**src/rtl/atomic_pkg.sv**
```systemverilog
package atomic_pkg;

   typedef enum logic [2:0] {
      OP_READ  = 3'd0,
      OP_WRITE = 3'd1,
      OP_SWAP  = 3'd2,
      OP_TAS   = 3'd3,
      OP_FINC  = 3'd4,
      OP_LL    = 3'd5,
      OP_SC    = 3'd6,
      OP_RSVD  = 3'd7
   } atom_op_e;

   localparam int OP_W = 3;

endpackage

```
**src/rtl/atomic_arbiter.sv**
```systemverilog
module atomic_arbiter #(
   parameter int NUM_PORTS = 3,
   parameter bit ARB_RR    = 1'b1,
   localparam int IDX_W    = $clog2(NUM_PORTS)
) (
   input  logic                 clk,
   input  logic                 rst,
   input  logic [NUM_PORTS-1:0] req,
   output logic [NUM_PORTS-1:0] gnt,
   output logic [IDX_W-1:0]     gnt_idx
);

   initial begin
      assert (NUM_PORTS >= 2) else $error("atomic_arbiter needs two or more ports");
   end

   generate
      if (ARB_RR) begin : g_rr
         logic [IDX_W-1:0] last_q;
         int               idx;
         logic             found;

         always_comb begin
            gnt     = '0;
            gnt_idx = '0;
            found   = 1'b0;
            idx     = 0;
            for (int k = 1; k <= NUM_PORTS; k++) begin
               idx = (int'(last_q) + k) % NUM_PORTS;
               if (!found && req[idx]) begin
                  gnt[idx] = 1'b1;
                  gnt_idx  = IDX_W'(idx);
                  found    = 1'b1;
               end
            end
         end

         always_ff @(posedge clk) begin
            if (rst) begin
               last_q <= IDX_W'(NUM_PORTS - 1);
            end else if (|gnt) begin
               last_q <= gnt_idx;
            end
         end
      end else begin : g_fixed
         logic found;

         always_comb begin
            gnt     = '0;
            gnt_idx = '0;
            found   = 1'b0;
            for (int k = 0; k < NUM_PORTS; k++) begin
               if (!found && req[k]) begin
                  gnt[k]  = 1'b1;
                  gnt_idx = IDX_W'(k);
                  found   = 1'b1;
               end
            end
         end
      end
   endgenerate

endmodule

```
**src/rtl/atomic_alu.sv**
```systemverilog
module atomic_alu
   import atomic_pkg::*;
#(
   parameter int DATA_W = 8
) (
   input  atom_op_e            op,
   input  logic [DATA_W-1:0]   old_word,
   input  logic [DATA_W-1:0]   wdata,
   input  logic                resv_hit,
   output logic                wr_en,
   output logic [DATA_W-1:0]   wr_word,
   output logic [DATA_W-1:0]   result
);

   initial begin
      assert (DATA_W >= 2) else $error("atomic_alu needs a data width of two or more");
   end

   always_comb begin
      wr_en   = 1'b0;
      wr_word = wdata;
      result  = old_word;
      case (op)
         OP_WRITE: wr_en = 1'b1;
         OP_SWAP:  wr_en = 1'b1;
         OP_TAS:   wr_en = (old_word == '0);
         OP_FINC: begin
            wr_en   = 1'b1;
            wr_word = old_word + DATA_W'(1);
         end
         OP_SC: begin
            wr_en  = resv_hit;
            result = {{(DATA_W-1){1'b0}}, resv_hit};
         end
         default: wr_en = 1'b0;
      endcase
   end

endmodule

```
**src/rtl/atomic_resv.sv**
```systemverilog
module atomic_resv
   import atomic_pkg::*;
#(
   parameter int NUM_PORTS = 3,
   parameter int ADDR_W    = 4,
   localparam int IDX_W    = $clog2(NUM_PORTS)
) (
   input  logic              clk,
   input  logic              rst,
   input  logic              fire,
   input  logic [IDX_W-1:0]  port,
   input  atom_op_e          op,
   input  logic [ADDR_W-1:0] addr,
   input  logic              wr_en,
   output logic              hit
);

   logic [NUM_PORTS-1:0] live_q;
   logic [ADDR_W-1:0]    addr_q [NUM_PORTS];
   logic [NUM_PORTS-1:0] match;

   genvar g;
   generate
      for (g = 0; g < NUM_PORTS; g++) begin : g_slot
         logic own;
         assign own      = (port == IDX_W'(g));
         assign match[g] = live_q[g] && (addr_q[g] == addr);

         always_ff @(posedge clk) begin
            if (rst) begin
               live_q[g] <= 1'b0;
               addr_q[g] <= '0;
            end else if (fire) begin
               if (own) begin
                  if (op == OP_LL) begin
                     live_q[g] <= 1'b1;
                     addr_q[g] <= addr;
                  end else if (op == OP_SC) begin
                     live_q[g] <= 1'b0;
                  end
               end else if (wr_en && match[g]) begin
                  live_q[g] <= 1'b0;
               end
            end
         end
      end
   endgenerate

   assign hit = match[port];

endmodule

```
**src/rtl/atomic_mem_unit.sv**
```systemverilog
module atomic_mem_unit
   import atomic_pkg::*;
#(
   parameter int NUM_PORTS = 3,
   parameter int DATA_W    = 8,
   parameter int ADDR_W    = 4,
   parameter bit ARB_RR    = 1'b1
) (
   input  logic                        clk,
   input  logic                        rst,
   input  logic [NUM_PORTS-1:0]        req_valid,
   output logic [NUM_PORTS-1:0]        req_ready,
   input  logic [NUM_PORTS*OP_W-1:0]   req_op,
   input  logic [NUM_PORTS*ADDR_W-1:0] req_addr,
   input  logic [NUM_PORTS*DATA_W-1:0] req_wdata,
   output logic [NUM_PORTS-1:0]        rsp_valid,
   output logic [NUM_PORTS*DATA_W-1:0] rsp_data
);

   localparam int IDX_W = $clog2(NUM_PORTS);
   localparam int DEPTH = 2 ** ADDR_W;

   initial begin
      assert (ADDR_W >= 1 && ADDR_W <= 10) else $error("atomic_mem_unit address width out of range");
      assert (NUM_PORTS <= 16) else $error("atomic_mem_unit port count out of range");
   end

   logic [NUM_PORTS-1:0] arb_req;
   logic [NUM_PORTS-1:0] gnt;
   logic [IDX_W-1:0]     gnt_idx;
   logic                 fire;

   atom_op_e            sel_op;
   logic [ADDR_W-1:0]   sel_addr;
   logic [DATA_W-1:0]   sel_wdata;
   logic [DATA_W-1:0]   old_word;
   logic                resv_hit;
   logic                wr_en;
   logic [DATA_W-1:0]   wr_word;
   logic [DATA_W-1:0]   result;

   logic [DATA_W-1:0]    mem_q [DEPTH];
   logic [NUM_PORTS-1:0] rsp_valid_q;

   assign arb_req   = rst ? '0 : req_valid;
   assign fire      = |gnt;
   assign req_ready = gnt;

   atomic_arbiter #(
      .NUM_PORTS (NUM_PORTS),
      .ARB_RR    (ARB_RR)
   ) u_arb (
      .clk     (clk),
      .rst     (rst),
      .req     (arb_req),
      .gnt     (gnt),
      .gnt_idx (gnt_idx)
   );

   always_comb begin
      sel_op    = atom_op_e'(req_op[gnt_idx*OP_W +: OP_W]);
      sel_addr  = req_addr[gnt_idx*ADDR_W +: ADDR_W];
      sel_wdata = req_wdata[gnt_idx*DATA_W +: DATA_W];
   end

   assign old_word = mem_q[sel_addr];

   atomic_resv #(
      .NUM_PORTS (NUM_PORTS),
      .ADDR_W    (ADDR_W)
   ) u_resv (
      .clk   (clk),
      .rst   (rst),
      .fire  (fire),
      .port  (gnt_idx),
      .op    (sel_op),
      .addr  (sel_addr),
      .wr_en (wr_en),
      .hit   (resv_hit)
   );

   atomic_alu #(
      .DATA_W (DATA_W)
   ) u_alu (
      .op       (sel_op),
      .old_word (old_word),
      .wdata    (sel_wdata),
      .resv_hit (resv_hit),
      .wr_en    (wr_en),
      .wr_word  (wr_word),
      .result   (result)
   );

   always_ff @(posedge clk) begin
      if (rst) begin
         for (int i = 0; i < DEPTH; i++) begin
            mem_q[i] <= '0;
         end
      end else if (fire && wr_en) begin
         mem_q[sel_addr] <= wr_word;
      end
   end

   always_ff @(posedge clk) begin
      if (rst) begin
         rsp_valid_q <= '0;
      end else begin
         rsp_valid_q <= gnt;
      end
   end

   assign rsp_valid = rsp_valid_q;

   genvar g;
   generate
      for (g = 0; g < NUM_PORTS; g++) begin : g_rsp
         logic [DATA_W-1:0] data_q;
         always_ff @(posedge clk) begin
            if (rst) begin
               data_q <= '0;
            end else if (gnt[g]) begin
               data_q <= result;
            end
         end
         assign rsp_data[g*DATA_W +: DATA_W] = data_q;
      end
   endgenerate

endmodule

```
**config.mk**
```make
export PLATFORM = sky130hd
export DESIGN_NAME = atomic_mem_unit
export DESIGN_NICKNAME = d
export VERILOG_FILES = /design/src/rtl/atomic_pkg.sv /design/src/rtl/atomic_arbiter.sv /design/src/rtl/atomic_alu.sv /design/src/rtl/atomic_resv.sv /design/src/rtl/atomic_mem_unit.sv
export SDC_FILE = /design/constraint.sdc
export NUM_CORES = 1
export LEC_CHECK = 0
export CORE_MARGIN = 2
export CORE_UTILIZATION = 53
export DETAILED_ROUTE_END_ITERATION = 6
export PLACE_DENSITY = 0.78
export SETUP_SLACK_MARGIN = 0.05
export SKIP_CTS_REPAIR_TIMING = 1
export SLEW_MARGIN = 20
export SYNTH_ARGS = -nofsm -noshare
export SYNTH_HDL_FRONTEND = slang
export SYNTH_SLANG_ARGS = --single-unit
```
**constraint.sdc**
```tcl
create_clock -name clk -period 5.5 [get_ports clk]
set_input_delay 1.1 -clock clk [delete_from_list [all_inputs] [get_ports clk]]
set_output_delay 1.1 -clock clk [all_outputs]
set_load 0.005 [all_outputs]
```
Word level (Yosys, flattened, before mapping)
Memory sizes are Yosys's and may differ from the RTL's.
Cells that the tools add are included.
Widths: inputs -> output; s select.
Storage, ports and cells
  word-level logic and storage cells: 133
  latch bits: 0
  memory bits (writable): 140
  flip-flop bits (word level): 32
  input port bits: 50
  output and inout bits: 30
  bits in read-only memories: 0
  memories: 2
Memories
  mem_q: depth 16, width 8, read ports 1, clocked after memory_dff 0, wr ports 16, RTL line atomic_mem_unit.sv:42  | logic [DATA_W-1:0] mem_q [DEPTH];
  u_resv.addr_q: depth 3, width 4, read ports 3, clocked after memory_dff 0, wr ports 3, RTL line atomic_resv.sv:19  | logic [ADDR_W-1:0] addr_q [NUM_PORTS];
Cells by class
  bitwise operators: 5
  eq/ne operators: 14
  $lt $le $gt $ge: 7
  $mul: 1
  reduce and logical (&&, ||, !) cells: 25
  divide/modulo/power cells: 3
  add/subtract/negate cells: 4
  shift-type cells: 3
  multiplexer cells: 61
Operators by type and width (number)
  $ge 32x1->1 const B: 3
  $lt 32x4->1 const B: 3
  $mod 32x3->32 const B: 3
  $mux 1: 39
  $mux 8: 3
  $shiftx 24x6->8: 1
  $mux 4: 4
  $eq 4x4->1: 3
  $logic_and 1x1->1: 12
  $mux 3: 4
  $shiftx 12x5->4: 1
  $eq 3x3->1 const B: 3
  $ne 3x2->1 const B: 3
  $reduce_and 3->1: 3
  $shiftx 9x5->3: 1
  $add 8x1->8 const B: 1
  $bmux 1 s2: 4
  $logic_not 8->1: 1
  $reduce_or 8->1: 1
  $add 2x2->3 const B: 2
  $demux 1 s2: 3
  $eq 3x2->1 const B: 2
  $mux 2: 3
  $or 3x3->3: 2
  other kinds (12): 18

Longest topological paths before layout
Gate-level depths: netlist of run 1.
  depth in word-level cells: 24
  mapped depth: 24
  depth with buffers taken out: 17

By module
A second synthesis of run 1 with hierarchy kept.
Second synthesis, totals
  cell total of the unflattened synthesis: 1027
  area, all modules: 10368.7 um^2
Modules (own cells, without submodules)
  atomic_mem_unit: cells an instance 836, area each 8698.3 um^2, instances 1, seq. area each 4384.2 um^2
  atomic_resv: cells an instance 81, area each 884.6 um^2, instances 1, seq. area each 420.4 um^2
  atomic_arbiter: cells an instance 54, area each 454.2 um^2, instances 1, seq. area each 40.0 um^2
  atomic_alu: cells an instance 56, area each 331.6 um^2, instances 1, seq. area each 0.0 um^2

Least setup slack after synthesis of run 1
OpenSTA, ideal clock, no wires.
  path type: in2reg
  start: input port rst
  end: memory mem_q[5][0], enable pin
  buffers on the path: 6
  stages: 20
  path slack: 0.116 ns
  data arrival time: 5.009 ns
  path through: buf_2 o31a_1 buf_4 o2111a_1 buf_2 o21ai_1 nand2_1 buf_2 a21oi_1 a22oi_1 a211o_1 nand2_1 ha_1 nor4b_1 nor3b_1 a22o_1 buf_6 nand3_4 buf_6 o21bai_1
RTL lines
  start, declared: RTL line atomic_mem_unit.sv:10  | input logic rst,
  end, declared: RTL line atomic_mem_unit.sv:42

==> summary.txt, run 1 <==
Status
  – Outcome: complete, no violations

Finish
  – Commonest cells after routing, fill and taps aside: sky130_fd_sc_hd__edfxtp_1 (140), sky130_fd_sc_hd__nor2_1 (133), sky130_fd_sc_hd__buf_4 (122)
  – Fraction of final layout cells with drive strength greater than 1: 23.2%
  – Fin nets: about 1100
  – Antenna cells: 0
  – FILL cells: ~1200
  – Growth of design area from synthesis to finish: 28.6%
  – Finished Cell Area: 11700 um^2
  – Most frequent standard cell in the layout excluding fill and tap cells: sky130_fd_sc_hd__edfxtp_1

CTS
  – Max H-tree Level: 4
  – Clock latency at the later pin of the worst-skew pair: ~0.43 ns
  – Number of clock sinks: 172
  – Root buffer cell: sky130_fd_sc_hd__clkbuf_16
  – Max Root-Sink Buffers: 2
  – Clk pin slew, worst setup/hold paths: approximately 0.060 ns
  – CTS buffer count: 17
  – Clock tree from TritonCTS: yes

Power and ir drop
  – Pwr dens: around 580 nW/um^2
  – Maximum ir drop on the vdd rail: 340 uV
  – Switching power share of the total: between 40% and 50%
  – Seq pwr share: approximately 26%
  – Power share of the clock group: between 10% and 20%
  – Int Pwr: 3.97 mW
  – Net Switching: 2.83 mW
  – Part of the power in combinational logic: 55.8%
  – Leak Pwr: between 4 and 5 nW

Placed design
  – Buffers on Ports: 79
  – RePlAce Congestion: 0.934
  – Placed cell area: ~11000 um^2
  – HPWL Detailed: 19.2 mm

Setup path
  – Slowest stage delay, CP: 0.56 ns
  – CP max stage cell: sky130_fd_sc_hd__mux4_1
  – WS Path Type: in -> reg
  – R2R setup slack: approximately 0.35 ns
  – Required time at the endpoint of the critical path: about 5.7 ns
  – Startpoint of the most critical setup path: req_valid[0]
  – Critical register-to-register path startpoint: u_arb.g_rr.last_q[0]
  – Buffers and inverters on the worst path: 5
  – Critical Path Sink Type: flip-flop
  – Worst reg2reg path endpoint: mem_q[6][0]
  – Kind of cell adding the most delay to the critical path: compound AO/OA/AOI/OAI gates
  – Depth of the critical timing path with buffers and inverters included: 17
  – Kind of launch point of the worst setup path: primary input
  – Data arrival time at the worst-slack endpoint: ~5.5 ns
  – Highest fanout seen on the critical path: 14
  – Crit path to: mem_q[8][2]
  – Most Frequent Cell on Critical Path: sky130_fd_sc_hd__buf_4
  – Worst reg-to-reg path cell count: 22
  – Ordered cell list for the critical path: clkdlybuf4s50_1 > mux2i_2 > buf_4 > o31a_1 > a31o_2 > o211a_4 > nor2_4 > buf_4 > mux4_1 > o22ai_1 > nor2_1 > nor4_2 > a22o_1 > buf_12 > nand3_4 > o21bai_1 > buf_4

Routing
  – ANT nets after route: 0
  – Number of iterations in the first detailed-routing pass: 5
  – Detail-routed via count per cell: 6.14
  – Iteration-0 DRC count of the detailed router: 998
  – DRC errors left: 0
  – Vias: between 7000 and 8000
  – Routed wire length per instance: ~22 um
  – Drt total wl: 26.7 mm

Logic synthesis
  – Area of the mapped netlist: approximately 9100 um^2
  – Gate Count Post-Synth: a little over 800
  – Fraction of synthesis flops using an asynchronous set or reset pin: 0%
  – Synth warnings: 0
  – Post-synthesis net count: approximately 880
  – Post-Syn Area per Cell: ~11 um^2
  – #FFs+latches synth: 172
  – Most common flop cell mapped by yosys: sky130_fd_sc_hd__edfxtp_1
  – Part of the Yosys area used for sequential elements: a little over half
  – Count of flip-flops with a built-in enable after synthesis: 140
  – Unique cell type count in the Yosys netlist: 73

Timing
  – Pin slew with the least headroom to its limit: about 0.75 ns
  – Fmax: between 150 and 200 MHz
  – Slew Limit Headroom: about 50%
  – Worst Hold Slack: 0.491 ns
  – RSZ-0062 raised after global routing: no
  – Total Negative Setup Slacks: 0 ns
  – Minimum period implied by the final worst setup slack: around 5.3 ns
  – Ratio of final minimum period to clock period: between 90% and 100%
  – Final Hold Violating Endpoints: 0
  – Count of endpoints failing setup in the final report: 0
  – Final Max Tran Viols: 0
  – Worst-case clock skew: roughly 0.0084 ns

Die
  – Floorplan die width: about 140 um
  – Starting density of the core: between 50% and 60%
  – Die footprint: 18300 um^2
  – Die Ht: roughly 140 um
  – Count of pins on the block boundary: 80
  – Core Rows: 47
  – Floorplan core area: between 15000 and 20000 um^2

Global routing
  – Via count of the first global-routing pass: 7385
  – First-pass GRT wire length: between 40 and 50 mm
  – Largest net degree at the start of global routing: 36
  – Gr ovfl total: 0
  – Initial antenna violation count: 0
  – GRT Util Overall: between 20% and 30%

Worst hold path
  – Worst min path class: reg -> reg
  – Hold Path Origin: g_rsp[0].data_q[7]

Run
  – Max-Cap Viols: 0
-- power groups by stage --
stage	combinational (mW)	clock [mW]	sequential, mW
floorplan	2.09	0	1.74
global placement	3.54	0	1.76
detailed placement	3.59	0	1.77
CTS	3.63	1.27	1.74
global route	4.01	1.33	1.76
finish	3.79	1.26	1.74
-- worst min-delay path: cells and delay by family (launching register included) --
family        cells  cell delay (ns)
flops             1             0.32
simple gates      1             0.07
mux               1             0.06
-- metrics by stage --
step	total power [mW]	utilization, %	worst slack (ns)	instances
finish	6.79	70.3	0.163	1235
global route	7.09	70.3	0.0619	1235
CTS	6.64	69.5	0.0282	1229
detailed placement	5.36	65.8	-0.301	1198
global placement	5.30	65.8	-0.112	1198
floorplan	3.82	-	0.116	827
-- synth_stat cells (all sizes together) (7+ instances only) --
cell	number	share of area (%)
a21oi	31	1.7
a22oi	7	0.58
and3	14	0.96
buf	31	2.4
clkbuf	26	1.1
dfxtp	32	7.0
edfxtp	140	46
inv	13	0.53
mux2i	36	4.0
mux4	20	5.0
nand2	66	2.7
nand2b	15	1.0
nand3	29	2.2
nand4	10	0.69
nor2	137	5.8
nor3	75	4.9
nor4	7	0.55
o21ai	18	0.99
o22ai	10	0.75
o31ai	8	0.66
xnor2	12	1.2
-- final cells by class --
cell class | instances | area (um^2) | area share (%)
Sequential cell | 172 | 4840 | 41.3
Multi-Input combinational cell | 586 | 4010 | 34.2
Tap cell | 220 | 275 | 2.35
Inverter | 13 | 48.8 | 0.416
Timing Repair Buffer | 213 | 1940 | 16.5
Clock buffer | 17 | 425 | 3.63
Clock inverter | 14 | 191 | 1.63
-- routing by layer --
layer | share of wire [%] | GRT usage, %
met1 | 38 | 38.9
met2 | 47 | 47.3
met3 | 11 | 8.23
met4 | 3.4 | 12.3
met5 | 0 | 0
-- kinds of logic (layout without fill, tap and decap cells) --
kind of cell / after synthesis / count (layout) / synth area share (%)
simple gates: 373 / 374 / 20.5
flops: 172 / 172 / 53.1
compound gates: 135 / 135 / 11.0
buf+inv: 70 / 257 / 4.03
mux: 57 / 57 / 9.17
xor+xnor: 14 / 14 / 1.34
fa+ha+maj: 6 / 6 / 0.823
-- sequential cells by signal, summed over array words and instances, names as in the netlist --
name and flops:
mem_q 128, g_rsp.data_q 24, u_resv.addr_q 12, rsp_valid 3, u_resv.live_q 3, u_arb.g_rr.last_q 2
-- how the worst min path moves through the flow --
stage,to,cells past startpoint
finish,g_rsp[0].data_q[7],2
global route,u_resv.live_q[2],2
CTS,u_resv.live_q[2],2
detailed placement,g_rsp[0].data_q[6],2
global placement,g_rsp[1].data_q[2],2
floorplan,u_resv.live_q[2],2
Note: power is estimated with default switching activity, not from simulation.
==> run 2: changes to the inputs <==
--- a/config.mk
+++ b/config.mk
@@ -11,7 +11,6 @@
 export PLACE_DENSITY = 0.78
 export SETUP_SLACK_MARGIN = 0.05
 export SKIP_CTS_REPAIR_TIMING = 1
-export SLEW_MARGIN = 20
 export SYNTH_ARGS = -nofsm -noshare
 export SYNTH_HDL_FRONTEND = slang
 export SYNTH_SLANG_ARGS = --single-unit
==> results of run 2 <==
The final DEF is identical to that of run 1; final timing and power are the same.
